## src/rtl/plc_tx_pkg.sv

```systemverilog
package plc_tx_pkg;

   localparam int FRAME_SLOTS = 22;

   typedef enum logic [1:0] {
      ST_OK     = 2'b00,
      ST_BADCMD = 2'b01,
      ST_SYNC   = 2'b10,
      ST_FRAME  = 2'b11
   } plc_status_e;

   // house address to its 4-bit line nibble, first-sent bit in bit 3
   function automatic logic [3:0] house_nib(input logic [3:0] h);
      logic [3:0] n;
      case (h)
         4'd0:  n = 4'b0110;
         4'd1:  n = 4'b1110;
         4'd2:  n = 4'b0010;
         4'd3:  n = 4'b1010;
         4'd4:  n = 4'b0001;
         4'd5:  n = 4'b1001;
         4'd6:  n = 4'b0101;
         4'd7:  n = 4'b1101;
         4'd8:  n = 4'b0111;
         4'd9:  n = 4'b1111;
         4'd10: n = 4'b0011;
         4'd11: n = 4'b1011;
         4'd12: n = 4'b0000;
         4'd13: n = 4'b1000;
         4'd14: n = 4'b0100;
         default: n = 4'b1100;
      endcase
      return n;
   endfunction

   // unit keys reuse the nibble plus a 0; functions are odd values
   function automatic logic [4:0] key_bits(input logic [4:0] k);
      return k[4] ? {k[3:0], 1'b1} : {house_nib(k[3:0]), 1'b0};
   endfunction

   // slot 0 in bit 21
   function automatic logic [FRAME_SLOTS-1:0] frame_bits(input logic [3:0] h,
                                                         input logic [4:0] k);
      logic [8:0]             d;
      logic [FRAME_SLOTS-1:0] f;
      d = {house_nib(h), key_bits(k)};
      f = '0;
      f[21:18] = 4'b1110;
      for (int i = 0; i < 9; i++) begin
         f[17-2*i] = d[8-i];
         f[16-2*i] = ~d[8-i];
      end
      return f;
   endfunction

endpackage

```

## src/rtl/plc_us_tick.sv

```systemverilog
module plc_us_tick #(
   parameter int CLK_PER_US = 50
) (
   input  logic clk,
   input  logic rst_n,
   output logic tick
);
   generate
      if (CLK_PER_US < 1) begin : g_bad
         $error("CLK_PER_US must be at least 1");
      end
      if (CLK_PER_US == 1) begin : g_direct
         assign tick = 1'b1;
      end else begin : g_div
         localparam int DW = $clog2(CLK_PER_US);
         localparam logic [DW-1:0] LAST = DW'(CLK_PER_US - 1);
         logic [DW-1:0] div_q;
         always_ff @(posedge clk or negedge rst_n) begin
            if (!rst_n)             div_q <= '0;
            else if (div_q == LAST) div_q <= '0;
            else                    div_q <= div_q + 1'b1;
         end
         assign tick = (div_q == LAST);
      end
   endgenerate
endmodule

```

## src/rtl/plc_zc_edge.sv

```systemverilog
module plc_zc_edge (
   input  logic clk,
   input  logic rst_n,
   input  logic zc_in,
   output logic zc_edge
);
   logic s1_q, s2_q, prev_q;

   always_ff @(posedge clk or negedge rst_n) begin
      if (!rst_n) begin
         s1_q   <= 1'b0;
         s2_q   <= 1'b0;
         prev_q <= 1'b0;
      end else begin
         s1_q   <= zc_in;
         s2_q   <= s1_q;
         prev_q <= s2_q;
      end
   end

   // either polarity marks a slot boundary
   assign zc_edge = s2_q ^ prev_q;
endmodule

```

## src/rtl/plc_us_timer.sv

```systemverilog
module plc_us_timer #(
   parameter int LIMIT = 1000,
   localparam int TW = $clog2(LIMIT + 1)
) (
   input  logic          clk,
   input  logic          rst_n,
   input  logic          clr,
   input  logic          tick,
   output logic [TW-1:0] cnt
);
   localparam logic [TW-1:0] TOP = TW'(LIMIT);

   always_ff @(posedge clk or negedge rst_n) begin
      if (!rst_n)                   cnt <= '0;
      else if (clr)                 cnt <= '0;
      else if (tick && cnt != TOP)  cnt <= cnt + 1'b1;
   end
endmodule

```

## src/rtl/plc_frame_tx.sv

```systemverilog
module plc_frame_tx
   import plc_tx_pkg::*;
#(
   parameter int CLK_PER_US      = 50,
   parameter int HALF_US         = 8333,
   parameter int PULSE_US        = 1000,
   parameter int GAP_SLOTS       = 6,
   parameter int SYNC_TRIES      = 10,
   parameter int CLEAN_US        = 100,
   parameter int SYNC_TIMEOUT_US = 250000,
   parameter int CMD_W           = 8,
   parameter int REP_W           = 8
) (
   input  logic             clk,
   input  logic             rst_n,
   input  logic             zc_in,
   input  logic             cmd_valid,
   output logic             cmd_ready,
   input  logic [CMD_W-1:0] cmd_house,
   input  logic [CMD_W-1:0] cmd_key,
   input  logic [REP_W-1:0] cmd_reps,
   output logic             carrier,
   output logic             done,
   output logic [1:0]       status
);
   localparam int GAP_LO  = HALF_US * 72 / 100;
   localparam int GAP_HI  = HALF_US * 102 / 100;
   localparam int SLOT_LO = GAP_LO + PULSE_US;
   localparam int SLOT_HI = GAP_HI + PULSE_US;
   localparam int LIMIT   = ((SYNC_TIMEOUT_US > SLOT_HI) ? SYNC_TIMEOUT_US : SLOT_HI) + 1;
   localparam int TW      = $clog2(LIMIT + 1);
   localparam int GW      = $clog2(GAP_SLOTS + 1);
   localparam int YW      = $clog2(SYNC_TRIES + 1);
   localparam int SW      = $clog2(FRAME_SLOTS);

   localparam logic [TW-1:0] C_CLEAN = TW'(CLEAN_US);
   localparam logic [TW-1:0] C_TO    = TW'(SYNC_TIMEOUT_US);
   localparam logic [TW-1:0] C_GLO   = TW'(GAP_LO);
   localparam logic [TW-1:0] C_GHI   = TW'(GAP_HI);
   localparam logic [TW-1:0] C_SLO   = TW'(SLOT_LO);
   localparam logic [TW-1:0] C_SHI   = TW'(SLOT_HI);
   localparam logic [TW-1:0] C_PULSE = TW'(PULSE_US);

   generate
      if (CMD_W < 5) begin : g_bad_cmd
         $error("CMD_W must hold a 5-bit key");
      end
      if (PULSE_US < 1 || PULSE_US >= GAP_LO) begin : g_bad_pulse
         $error("PULSE_US must be shorter than the framing window floor");
      end
      if (GAP_SLOTS < 1 || SYNC_TRIES < 1 || REP_W < 1) begin : g_bad_cnt
         $error("gap, try and repeat widths must be positive");
      end
      if (CLEAN_US >= SYNC_TIMEOUT_US) begin : g_bad_sync
         $error("CLEAN_US must be below SYNC_TIMEOUT_US");
      end
   endgenerate

   typedef enum logic [1:0] {S_IDLE, S_SYNC, S_GAP, S_SEND} tx_state_e;

   tx_state_e              state;
   plc_status_e            status_q;
   logic                   done_q, carrier_q;
   logic [YW-1:0]          tries;
   logic [GW-1:0]          gap_cnt;
   logic [SW-1:0]          slot;
   logic [REP_W-1:0]       reps_left;
   logic [FRAME_SLOTS-1:0] frame_q, frame_sr;
   logic                   tick, zc_edge, tmr_clr, accept, cmd_ok, sync_miss;
   logic [TW-1:0]          us_cnt;

   plc_us_tick #(.CLK_PER_US(CLK_PER_US)) u_tick (
      .clk(clk), .rst_n(rst_n), .tick(tick));

   plc_zc_edge u_edge (
      .clk(clk), .rst_n(rst_n), .zc_in(zc_in), .zc_edge(zc_edge));

   plc_us_timer #(.LIMIT(LIMIT)) u_tmr (
      .clk(clk), .rst_n(rst_n), .clr(tmr_clr), .tick(tick), .cnt(us_cnt));

   assign cmd_ready = (state == S_IDLE);
   assign accept    = cmd_valid && cmd_ready;
   assign cmd_ok    = (cmd_house[CMD_W-1:4] == '0) && (cmd_key[CMD_W-1:5] == '0);
   assign sync_miss = zc_edge ? (us_cnt <= C_CLEAN) : (us_cnt >= C_TO);
   assign tmr_clr   = zc_edge || accept || (state == S_SYNC && sync_miss);

   always_ff @(posedge clk or negedge rst_n) begin
      if (!rst_n) begin
         state     <= S_IDLE;
         status_q  <= ST_OK;
         done_q    <= 1'b0;
         carrier_q <= 1'b0;
         tries     <= '0;
         gap_cnt   <= '0;
         slot      <= '0;
         reps_left <= '0;
         frame_q   <= '0;
         frame_sr  <= '0;
      end else begin
         done_q <= 1'b0;
         unique case (state)
            S_IDLE: if (cmd_valid) begin
               if (cmd_ok) begin
                  state     <= S_SYNC;
                  tries     <= '0;
                  reps_left <= cmd_reps;
                  frame_q   <= frame_bits(cmd_house[3:0], cmd_key[4:0]);
               end else begin
                  done_q   <= 1'b1;
                  status_q <= ST_BADCMD;
               end
            end
            S_SYNC: if (zc_edge && !sync_miss) begin
               state   <= S_GAP;
               gap_cnt <= '0;
            end else if (sync_miss) begin
               if (tries == YW'(SYNC_TRIES - 1)) begin
                  state    <= S_IDLE;
                  done_q   <= 1'b1;
                  status_q <= ST_SYNC;
               end else begin
                  tries <= tries + 1'b1;
               end
            end
            S_GAP: if ((zc_edge && (us_cnt < C_GLO || us_cnt > C_GHI)) ||
                       (!zc_edge && us_cnt > C_GHI)) begin
               state    <= S_IDLE;
               done_q   <= 1'b1;
               status_q <= ST_FRAME;
            end else if (zc_edge) begin
               if (gap_cnt != GW'(GAP_SLOTS - 1)) begin
                  gap_cnt <= gap_cnt + 1'b1;
               end else if (reps_left == '0) begin
                  state    <= S_IDLE;
                  done_q   <= 1'b1;
                  status_q <= ST_OK;
               end else begin
                  state     <= S_SEND;
                  slot      <= '0;
                  carrier_q <= frame_q[FRAME_SLOTS-1];
                  frame_sr  <= {frame_q[FRAME_SLOTS-2:0], 1'b0};
               end
            end
            S_SEND: if ((zc_edge && (us_cnt < C_SLO || us_cnt > C_SHI)) ||
                        (!zc_edge && us_cnt > C_SHI)) begin
               state     <= S_IDLE;
               done_q    <= 1'b1;
               status_q  <= ST_FRAME;
               carrier_q <= 1'b0;
            end else if (zc_edge) begin
               if (slot != SW'(FRAME_SLOTS - 1)) begin
                  slot      <= slot + 1'b1;
                  carrier_q <= frame_sr[FRAME_SLOTS-1];
                  frame_sr  <= {frame_sr[FRAME_SLOTS-2:0], 1'b0};
               end else if (reps_left == REP_W'(1)) begin
                  state     <= S_IDLE;
                  done_q    <= 1'b1;
                  status_q  <= ST_OK;
                  carrier_q <= 1'b0;
               end else begin
                  reps_left <= reps_left - 1'b1;
                  slot      <= '0;
                  carrier_q <= frame_q[FRAME_SLOTS-1];
                  frame_sr  <= {frame_q[FRAME_SLOTS-2:0], 1'b0};
               end
            end else if (us_cnt >= C_PULSE) begin
               carrier_q <= 1'b0;
            end
            default: state <= S_IDLE;
         endcase
      end
   end

   assign carrier = carrier_q;
   assign done    = done_q;
   assign status  = status_q;


   busy_after_accept_chk: assert property (@(posedge clk) disable iff (!rst_n)
      (accept && cmd_ok) |=> !cmd_ready);

   done_single_chk: assert property (@(posedge clk) disable iff (!rst_n)
      done_q |=> !done_q);

   reject_chk: assert property (@(posedge clk) disable iff (!rst_n)
      (accept && !cmd_ok) |=> (done_q && status_q == ST_BADCMD && !carrier_q));

   carrier_in_frame_chk: assert property (@(posedge clk) disable iff (!rst_n)
      carrier_q |-> (state == S_SEND));

   pulse_len_chk: assert property (@(posedge clk) disable iff (!rst_n)
      carrier_q |-> (us_cnt <= C_PULSE));

   early_kill_chk: assert property (@(posedge clk) disable iff (!rst_n)
      (state == S_SEND && zc_edge && us_cnt < C_SLO) |=>
         (!carrier_q && done_q && status_q == ST_FRAME));

   sync_err_src_chk: assert property (@(posedge clk) disable iff (!rst_n)
      (state == S_SYNC && sync_miss && tries == YW'(SYNC_TRIES - 1)) |=>
         (done_q && status_q == ST_SYNC));
endmodule

```

## config.mk

```make
export PLATFORM = sky130hd
export DESIGN_NAME = plc_frame_tx
export DESIGN_NICKNAME = d
export VERILOG_FILES = /design/src/rtl/plc_tx_pkg.sv /design/src/rtl/plc_us_tick.sv /design/src/rtl/plc_zc_edge.sv /design/src/rtl/plc_us_timer.sv /design/src/rtl/plc_frame_tx.sv
export SDC_FILE = /design/constraint.sdc
export NUM_CORES = 1
export LEC_CHECK = 0
export ABC_AREA = 1
export BUFFER_PORTS_ARGS = -buffer_cell sky130_fd_sc_hd__buf_2
export CORE_MARGIN = 2
export CORE_UTILIZATION = 60
export CTS_CLUSTER_SIZE = 8
export DETAILED_ROUTE_END_ITERATION = 10
export HOLD_SLACK_MARGIN = 0.05
export PLACE_DENSITY = 0.81
export SYNTH_ARGS = -nofsm -noshare
export SYNTH_HDL_FRONTEND = slang
export SYNTH_HIERARCHICAL = 1
export SYNTH_SLANG_ARGS = --single-unit
```

## constraint.sdc

```tcl
create_clock -name clk -period 4.21 [get_ports clk]
set_clock_uncertainty 0.05 [all_clocks]
set_input_delay 0.6315 -clock clk [delete_from_list [all_inputs] [get_ports clk]]
set_output_delay 0.6315 -clock clk [all_outputs]
set_load 0.02 [all_outputs]
```

==> results of run 1 <==
worst reg2reg max path, stage by stage, from the launching register on:
cell and delay (ps):
sky130_fd_sc_hd__dfrtp_1 400, sky130_fd_sc_hd__inv_1 60, sky130_fd_sc_hd__nand2_1 40, sky130_fd_sc_hd__nand2_1 310
sky130_fd_sc_hd__nand3_1 130, sky130_fd_sc_hd__nor2_1 120, sky130_fd_sc_hd__nand2_1 120, sky130_fd_sc_hd__nand2_1 150
sky130_fd_sc_hd__a21oi_1 80, sky130_fd_sc_hd__o21ai_0 210, sky130_fd_sc_hd__clkinv_1 630, sky130_fd_sc_hd__nand4_1 330
sky130_fd_sc_hd__nand2_1 70
path summary, 6_finish.rpt:
kind,startpoint,endpoint,cells past startpoint
setup / recovery,u_edge/s2_q,u_tmr/cnt[14],12
hold / removal,u_edge/s1_q,u_edge/s2_q,0
setup reg to reg,u_edge/s2_q,u_tmr/cnt[14],12
hold reg to reg,u_edge/s1_q,u_edge/s2_q,0
max in group asynchronous,rst_n,u_edge/s1_q,2
min in group asynchronous,rst_n,tries[1],1
cells in the mapped netlist:
master and number:
sky130_fd_sc_hd__a211oi_1 1, sky130_fd_sc_hd__a21oi_1 13, sky130_fd_sc_hd__a21oi_2 3, sky130_fd_sc_hd__a21oi_4 1
sky130_fd_sc_hd__a31oi_1 1, sky130_fd_sc_hd__buf_2 6, sky130_fd_sc_hd__buf_6 6, sky130_fd_sc_hd__clkbuf_1 6
sky130_fd_sc_hd__clkinv_1 1, sky130_fd_sc_hd__dfrtp_1 93, sky130_fd_sc_hd__ha_1 16, sky130_fd_sc_hd__inv_1 82
sky130_fd_sc_hd__inv_2 18, sky130_fd_sc_hd__mux2_1 1, sky130_fd_sc_hd__mux2_2 1, sky130_fd_sc_hd__mux2i_1 1
sky130_fd_sc_hd__nand2_1 320, sky130_fd_sc_hd__nand2_2 7, sky130_fd_sc_hd__nand2_4 2, sky130_fd_sc_hd__nand3_1 47
sky130_fd_sc_hd__nand3_2 1, sky130_fd_sc_hd__nand3_4 2, sky130_fd_sc_hd__nand3b_1 6, sky130_fd_sc_hd__nand4_1 16
sky130_fd_sc_hd__nand4_2 1, sky130_fd_sc_hd__nor2_1 96, sky130_fd_sc_hd__nor2_2 7, sky130_fd_sc_hd__nor2_4 4
sky130_fd_sc_hd__nor3_1 5, sky130_fd_sc_hd__nor3_2 1, sky130_fd_sc_hd__nor4_1 3, sky130_fd_sc_hd__o211ai_1 1
sky130_fd_sc_hd__o211ai_2 1, sky130_fd_sc_hd__o21a_1 2, sky130_fd_sc_hd__o21ai_0 42, sky130_fd_sc_hd__o21ai_1 9
sky130_fd_sc_hd__o31ai_1 1, sky130_fd_sc_hd__or2_2 6, sky130_fd_sc_hd__xnor2_1 2, sky130_fd_sc_hd__xor2_1 18
cell type report:
type / instances / area [sq um] / area share
Clock buffer: 9 / 124 / 0.0196
Clock inverter: 7 / 80.1 / 0.0127
Inverter: 101 / 379 / 0.0600
Multi-Input combinational cell: 638 / 3070 / 0.486
Sequential cell: 93 / 2330 / 0.368
Tap cell: 133 / 166 / 0.0263
Timing Repair Buffer: 33 / 170 / 0.0269
kinds of logic after synthesis:
family          count (synthesis)
buf+inv                       119
fa+ha+maj                      16
mux                             3
compound gates                 75
simple gates                  524
xor+xnor                       20
flops                          93
routing by layer:
layer | track usage | vias up | wire length (um)
met5 | 0 | - | 0
met3 | 0.0454 | 15 | 739
li1 | - | 2713 | -
met1 | 0.359 | 2436 | 6050
met4 | 0.0921 | 0 | 202
met2 | 0.432 | 155 | 6150
registers in the layout (all words and copies together) (netlist names):
register,cells
u_tmr/cnt,18
u_edge/s1_q,1
state,2
reps_left,8
u_edge/s2_q,1
frame_sr,21
slot,5
frame_q,19
tries,4
carrier,1
gap_cnt,3
status,2
u_tick/g_div.div_q,6
u_edge/prev_q,1
done,1
where the power goes:
| group | internal [mW] | total [mW] | switching, mW |
|---|---|---|---|
| Sequential | 1.08 | 1.22 | 0.143 |
| Clock | 0.283 | 0.627 | 0.344 |
| Combinational | 0.273 | 0.813 | 0.540 |
| Total | 1.63 | 2.66 | 1.03 |
==> qor.log, run 1 <==
INFO  status         outcome=finished, final reports clean
INFO  min_path       timing.hold.worst.class=reg2reg
INFO  synthesis      proportion_of_netlist_area_held_by_the_largest_area_contributor=0.394
INFO  clock_network  ctsHtreeMaxLevel=3
INFO  global_routing grt_pass1_vias=4871
INFO  setup_path     critical_path.startpoint_type=flip-flop
INFO  synthesis      synthMuxAreaShare=0.00551
INFO  setup_path     critPathMostFrequentCell=sky130_fd_sc_hd__nand2_1
INFO  synthesis      mappedNetlistNets=894
INFO  global_routing pin_count_of_the_biggest_net_entering_global_routing=68
INFO  global_routing grt_first_pass_wirelength=22100um
INFO  layout         final.fill_count=867
INFO  routing        detailroute.via_count=5319
INFO  setup_path     arrival_worst_endpoint=3010ps
INFO  power_and_ir_drop pwr_density_cell=421mW/mm^2
INFO  place          final_weighted_congestion_in_routability_driven_placement=0.923
INFO  synthesis      ys.warnings.count=6
INFO  synthesis      netlist.top_cell.by_area=sky130_fd_sc_hd__dfrtp_1
INFO  die            design.core.area=0.00964sqmm
INFO  place          placed_cell_area=0.00612sqmm
INFO  setup_path     worstPathBufferInverterCount=2
INFO  sta            worst_hold_slack=305ps
INFO  synthesis      synth-compound-area-share=0.0710
INFO  synthesis      synth_top_family_by_area=simple AND/OR/NAND/NOR gates
INFO  setup_path     worst_ep_required=4410ps
INFO  clock_network  clock_tree.buffer_depth=2
INFO  power_and_ir_drop report.power.total=2.66mW
INFO  setup_path     critical_path.cell_chain=inv_1 > nand2_1 > nand2_1 > nand3_1 > nor2_1 > nand2_1 > nand2_1 > a21oi_1 > o21ai_0 > clkinv_1 > nand4_1 > nand2_1
INFO  clock_network  clkSinkCount=93
INFO  sta            timing.max_slew.rel_slack=0.389
INFO  clock_network  numCtsBuffers=9
INFO  setup_path     endpoint_class_of_the_critical_path=flip-flop
INFO  setup_path     critical_path.top_delay_family=simple AND/OR/NAND/NOR gates
INFO  synthesis      synth_xor_area_frac=0.0297
INFO  place          placed_cells_incl_taps=998
INFO  die            chipWidth=103um
INFO  sta            final.setup.tns=0ps
INFO  place          place.detailed.hpwl=9350um
INFO  synthesis      simple_gate_share_of_the_synthesized_area=0.381
INFO  die            die_area=0.0106sqmm
INFO  routing        postRouteAntennaNets=0
INFO  layout         final_nets=920
INFO  die            floorplan.rows=36
INFO  routing        routed_wirelength=13100um
INFO  layout         flow.area_growth_from_synthesis=7.13%
INFO  setup_path     path_max_fanout=18
INFO  global_routing antenna_violations_before_repair=0
INFO  routing        detail_route.vias_per_cell=5.25
INFO  synthesis      ys_ff_latch=93
INFO  power_and_ir_drop peakVddDrop=0.176mV
INFO  sta            max_freq=356MHz
INFO  clock_network  clkTransAtPathRegs=90ps
INFO  synthesis      synth-seq-area-share=0.394
INFO  place          port_buffers=32
INFO  routing        drc=0
INFO  die            top_level_ports=33
INFO  routing        detailedRoute.firstIterationViolations=291
INFO  layout         layout_commonest_cell=sky130_fd_sc_hd__nand2_1
INFO  clock_network  clock_latency=370ps
INFO  synthesis      yosysUniqueCellTypes=40
INFO  synthesis      synth.area.top_cells=sky130_fd_sc_hd__dfrtp_1 (39%), sky130_fd_sc_hd__nand2_1 (20%), sky130_fd_sc_hd__nor2_1 (6.1%)
INFO  power_and_ir_drop leakage=3.39nW
INFO  clock_network  tritoncts=yes
INFO  global_routing global_route.overflow_total=0
INFO  clock_network  ctsRootBufferMaster=sky130_fd_sc_hd__clkbuf_8
INFO  clock_network  post_cts_buffers=0
INFO  sta            slew_at_the_pin_closest_to_its_max_slew_limit=915ps
INFO  layout         share_of_layout_cells_above_drive_strength_1=0.118
INFO  layout         number_of_diodes=0
INFO  routing        drt-pass1-iter-count=5
INFO  sta            maxSlewViolCount=0
INFO  global_routing grt_util_all_layers=0.265
INFO  layout         finalInstanceArea=0.00632sqmm
INFO  clock_network  ctsHoldBuffers=0
INFO  clock_network  postCtsResizedCells=0
INFO  setup_path     critical-path-slowest-cell=sky130_fd_sc_hd__clkinv_1
INFO  sta            setup_viol_count_final=0
INFO  die            floorplan.initialDensity=0.612
INFO  routing        avgRoutedWirePerCell=13.0um
INFO  setup_path     crit_path_max_incr_delay=630ps
INFO  synthesis      post_synth_instance_area=0.00590sqmm
INFO  layout         leading_cell_types_in_the_layout_fill_and_taps_excluded=sky130_fd_sc_hd__nand2_1 (320), sky130_fd_sc_hd__nor2_1 (96), sky130_fd_sc_hd__dfrtp_1 (93), sky130_fd_sc_hd__inv_1 (82), sky130_fd_sc_hd__nand3_1 (47)
INFO  sta            layout_worst_path_cycle_share=0.667
INFO  setup_path     r2r_setup_slack=1400ps
INFO  synthesis      synth.avg_cell_area=6.94squm
INFO  synthesis      syn-instance-count=850
INFO  layout         stdcell_count=1014
INFO  job            cap_violations=0
INFO  sta            hold_viol=0
INFO  synthesis      synth_adder_area_share=0.0339
INFO  setup_path     path_class=reg2reg
INFO  sta            rsz0062_at_grt=false
INFO  place          dp_slack=1510ps
INFO  sta            period_minus_slack=2810ps
INFO  layout         layout.core_utilization=0.656
INFO  die            die_height=103um
INFO  sta            timing.final.ws_setup=1400ps
No activity file was read; power rests on OpenSTA's default activity.
==> run 2: changes to the inputs <==
ABC_AREA = 0   (was 1)
CORE_UTILIZATION = 55   (was 60)
PLACE_DENSITY = 0.78   (was 0.81)
clock period = 2.25 ns   (was 4.21 ns; I/O delays follow)
==> run 2 against run 1 <==
Against the previous run:
- the run now ends with setup timing left
- flip-flop and latch count unchanged
- die area decreased by 1.0%
- synthesized cell count decreased by 31%
- global-route usage decreased by 1.0 points
- highest routed layer unchanged
- via count decreased by 10%
==> qor.log, run 2 <==
INFO  global_routing antenna_violations_before_repair=0 [unchanged]
INFO  global_routing grt_util_all_layers=0.255 [-0.0100]
INFO  die            die_area=0.0105sqmm [-1.0%]
INFO  synthesis      yosysUniqueCellTypes=71 [+78%]
INFO  global_routing grtUsageMet1=0.335 [-0.0236]
INFO  place          port_buffers=32 [unchanged]
INFO  routing        drc=0 [unchanged]
INFO  power_and_ir_drop peakVddDrop=0.456mV [+160%]
INFO  die            top_level_ports=33 [unchanged]
INFO  layout         largest_register=frame_sr
INFO  sta            setup_viol_count_final=27 [+27]
INFO  layout         flow.area_growth_from_synthesis=26.2%
INFO  clock_network  clock_latency=360ps [about the same]
INFO  sta            timing.max_slew.rel_slack=0.658 [+0.269]
INFO  global_routing pin_count_of_the_biggest_net_entering_global_routing=60 [-12%]
INFO  layout         largest_reg_flops=21 [unchanged]
INFO  routing        drt-pass1-iter-count=5 [unchanged]
INFO  routing        detail_route.vias_per_cell=5.82 [+11%]
INFO  die            design.core.area=0.00933sqmm [-3.2%]
INFO  synthesis      synth-edff-count=0 [unchanged]
INFO  min_path       timing.hold.worst.class=in2reg
INFO  clock_network  numCtsBuffers=9 [unchanged]
INFO  clock_network  ctsHtreeMaxLevel=3 [unchanged]
INFO  global_routing grt_pass1_vias=4687 [-3.8%]
INFO  synthesis      netlist.top_cell.by_area=sky130_fd_sc_hd__dfrtp_1
INFO  status         violations=setup timing
INFO  layout         layout_commonest_cell=sky130_fd_sc_hd__nand2_1
INFO  setup_path     endpoint_class_of_the_critical_path=flip-flop
INFO  synthesis      syn-instance-count=585 [-31%]
INFO  routing        detailedRoute.firstIterationViolations=273 [-6.2%]
INFO  layout         area.sequential=0.00234sqmm [+0.43%]
INFO  synthesis      post_synth_instance_area=0.00535sqmm [-9.3%]
INFO  clock_network  tritoncts=yes
INFO  global_routing grt_util_met3=0.0346 [-0.0108]
INFO  layout         leading_cell_types_in_the_layout_fill_and_taps_excluded=sky130_fd_sc_hd__nand2_1 (97), sky130_fd_sc_hd__dfrtp_1 (85), sky130_fd_sc_hd__buf_4 (72), sky130_fd_sc_hd__nor2_1 (58), sky130_fd_sc_hd__buf_2 (31)
INFO  sta            layout_worst_path_cycle_share=1.05 [+0.383]
INFO  setup_path     crit_path_max_incr_delay=580ps [-50 ps]
INFO  setup_path     worst_ep_required=2480ps [-1930 ps]
INFO  sta            slew_at_the_pin_closest_to_its_max_slew_limit=508ps [-407 ps]
INFO  sta            maxSlewViolCount=0 [unchanged]
INFO  routing        postRouteAntennaNets=0 [unchanged]
INFO  clock_network  clock_tree.buffer_depth=2 [unchanged]
INFO  setup_path     path_class=reg2reg
INFO  sta            final.setup.tns=-923ps [-923 ps]
INFO  synthesis      synth-seq-area-share=0.435 [+0.0405]
INFO  clock_network  clkTransAtPathRegs=120ps [+30 ps]
INFO  setup_path     critical_path.startpoint_type=flip-flop
INFO  layout         final.fill_count=670 [-23%]
INFO  layout         share_of_layout_cells_above_drive_strength_1=0.318 [+0.200]
INFO  layout         multi_input_area=0.00307sqmm [about the same]
INFO  routing        avgRoutedWirePerCell=16.5um [+27%]
INFO  setup_path     path_max_fanout=6 [-12]
INFO  die            floorplan.rows=35 [-2.8%]
INFO  sta            period_minus_slack=2360ps [-445 ps]
INFO  job            cap_violations=0 [unchanged]
INFO  synthesis      proportion_of_netlist_area_held_by_the_largest_area_contributor=0.435 [+0.0405]
INFO  power_and_ir_drop pwr_density_cell=717mW/mm^2 [+70%]
INFO  sta            rsz0062_at_grt=true
INFO  sta            max_freq=423MHz [+19%]
INFO  setup_path     r2r_setup_slack=-110ps [-1510 ps]
INFO  synthesis      ys_ff_latch=93 [unchanged]
INFO  clock_network  ctsRootBufferMaster=sky130_fd_sc_hd__clkbuf_8
INFO  global_routing grt_use_met2=0.436 [+0.00383]
INFO  synthesis      synth_most_common_cell=sky130_fd_sc_hd__nand2_1
INFO  global_routing busiest_layer=met2
INFO  place          place.detailed.hpwl=9140um [-2.2%]
INFO  layout         number_of_diodes=0 [unchanged]
INFO  global_routing grt_first_pass_wirelength=21400um [-3.1%]
INFO  synthesis      mappedNetlistNets=629 [-30%]
INFO  setup_path     critical_path.cell_chain=inv_1 > ha_1 > nor2b_4 > and4b_1 > nand4_1 > or4_4 > or4_4 > a21oi_2
INFO  clock_network  clkSinkCount=93 [unchanged]
INFO  layout         largestRegisters=frame_sr: 21 flops, frame_q: 19 flops, u_tmr/cnt: 18 flops
INFO  sta            timing.final.ws_setup=-112ps [-1510 ps]
INFO  die            floorplan.initialDensity=0.574 [-0.0384]
INFO  die            die_height=103um [-0.51%]
INFO  synthesis      synth.avg_cell_area=9.15squm [+32%]
INFO  power_and_ir_drop leakage=3.18nW [-6.1%]
INFO  status         outcome=complete, but fails checks
INFO  global_routing global_route.overflow_total=0 [unchanged]
INFO  setup_path     critPathMostFrequentCell=sky130_fd_sc_hd__or4_4
INFO  die            chipWidth=103um [-0.51%]
INFO  layout         final_nets=731 [-21%]
INFO  synthesis      async_reset_ff_frac=1.00 [unchanged]
INFO  sta            worst_hold_slack=84.4ps [-220 ps]
INFO  synthesis      synth.area.top_cells=sky130_fd_sc_hd__dfrtp_1 (43%), sky130_fd_sc_hd__nand2_1 (6.9%), sky130_fd_sc_hd__nor2_1 (4.1%)
INFO  routing        routed_wirelength=13500um [+3.0%]
INFO  synthesis      ys_flop_type=sky130_fd_sc_hd__dfrtp_1
INFO  setup_path     critical-path-slowest-cell=sky130_fd_sc_hd__or4_4
INFO  place          final_weighted_congestion_in_routability_driven_placement=0.874 [-5.4%]
INFO  setup_path     arrival_worst_endpoint=2600ps [-410 ps]
INFO  routing        detailroute.via_count=4780 [-10%]
INFO  sta            hold_viol=0 [unchanged]
INFO  synthesis      ys.warnings.count=6 [unchanged]
INFO  synthesis      yosys-top-cells-count=sky130_fd_sc_hd__nand2_1 (98), sky130_fd_sc_hd__dfrtp_1 (93), sky130_fd_sc_hd__nor2_1 (58)
==> run 2: what timing repair did <==
item                       4_1_cts  5_1_grt
setup endpoints to repair       32       44
hold buffers                     2        0
pin swaps                        4       21
setup buffers                    1       21
resized for setup                7       70
hold endpoints to repair        35        0
gates cloned                     0        2
==> run 2: cells by family after synthesis <==
logic type	share of synthesized area
adders and majority gates	0.0374
DFF	0.435
AOI/OAI and AO/OA	0.161
and+or+nand+nor	0.239
muxes	0.0638
xor gates and xnor gates	0.0246
buffers and inverters	0.0395
==> run 2: cell type report <==
cell class / count / area share
Clock buffer: 9 / 0.0183
Clock inverter: 7 / 0.0128
Inverter: 22 / 0.0122
Multi-Input combinational cell: 445 / 0.455
Sequential cell: 93 / 0.346
Tap cell: 129 / 0.0239
Timing Repair Buffer: 116 / 0.132
==> run 2: final timing paths <==
kind	depth (start not counted)	start	end
worst max-delay path	8	u_tick/g_div.div_q[1]	u_tmr/cnt[15]
worst min-delay path	2	cmd_house[0]	frame_q[16]
worst max register to register	8	u_tick/g_div.div_q[1]	u_tmr/cnt[15]
worst min register to register	0	u_edge/s1_q	u_edge/s2_q
max in group asynchronous	3	rst_n	u_tmr/cnt[15]
min in group asynchronous	2	rst_n	u_tmr/cnt[4]
==> run 2: metal layers <==
| layer | vias up | wire, um |
|---|---|---|
| li1 | 2285 | - |
| met1 | 2315 | 5670 |
| met2 | 147 | 6940 |
| met3 | 33 | 624 |
| met4 | 0 | 311 |
| met5 | - | 0 |
==> run 2: through the flow <==
| stage | setup slack (ps) | util | instance area [sq um] | total power [mW] | cells |
|---|---|---|---|---|---|
| final | -112 | 0.724 | 6750 | 4.84 | 821 |
| after global routing | -238 | 0.724 | 6750 | 5.12 | 821 |
| after CTS | -76.0 | 0.678 | 6320 | 4.70 | 799 |
| after detailed placement | -151 | 0.649 | 6060 | 3.54 | 780 |
| after global placement | 3.53 | 0.649 | 6060 | 3.48 | 780 |
| after floorplan | -180 | - | 5390 | 3.05 | 585 |
==> run 2: critical path: cells and delay by family, from the launching register on <==
| family | cells | cell delay (ps) |
|---|---|---|
| fa+ha+maj | 1 | 140 |
| compound gates | 1 | 140 |
| flops | 1 | 390 |
| simple gates | 5 | 1510 |
| buf+inv | 1 | 60 |
==> run 2: power breakdown <==
part | total [mW] | leakage (nW) | switching, mW | internal (mW)
Combinational | 1.56 | 1.85 | 0.861 | 0.698
Sequential | 2.12 | 1.23 | 0.211 | 1.91
Clock | 1.17 | 0.105 | 0.718 | 0.448
Total | 4.84 | 3.18 | 1.79 | 3.05
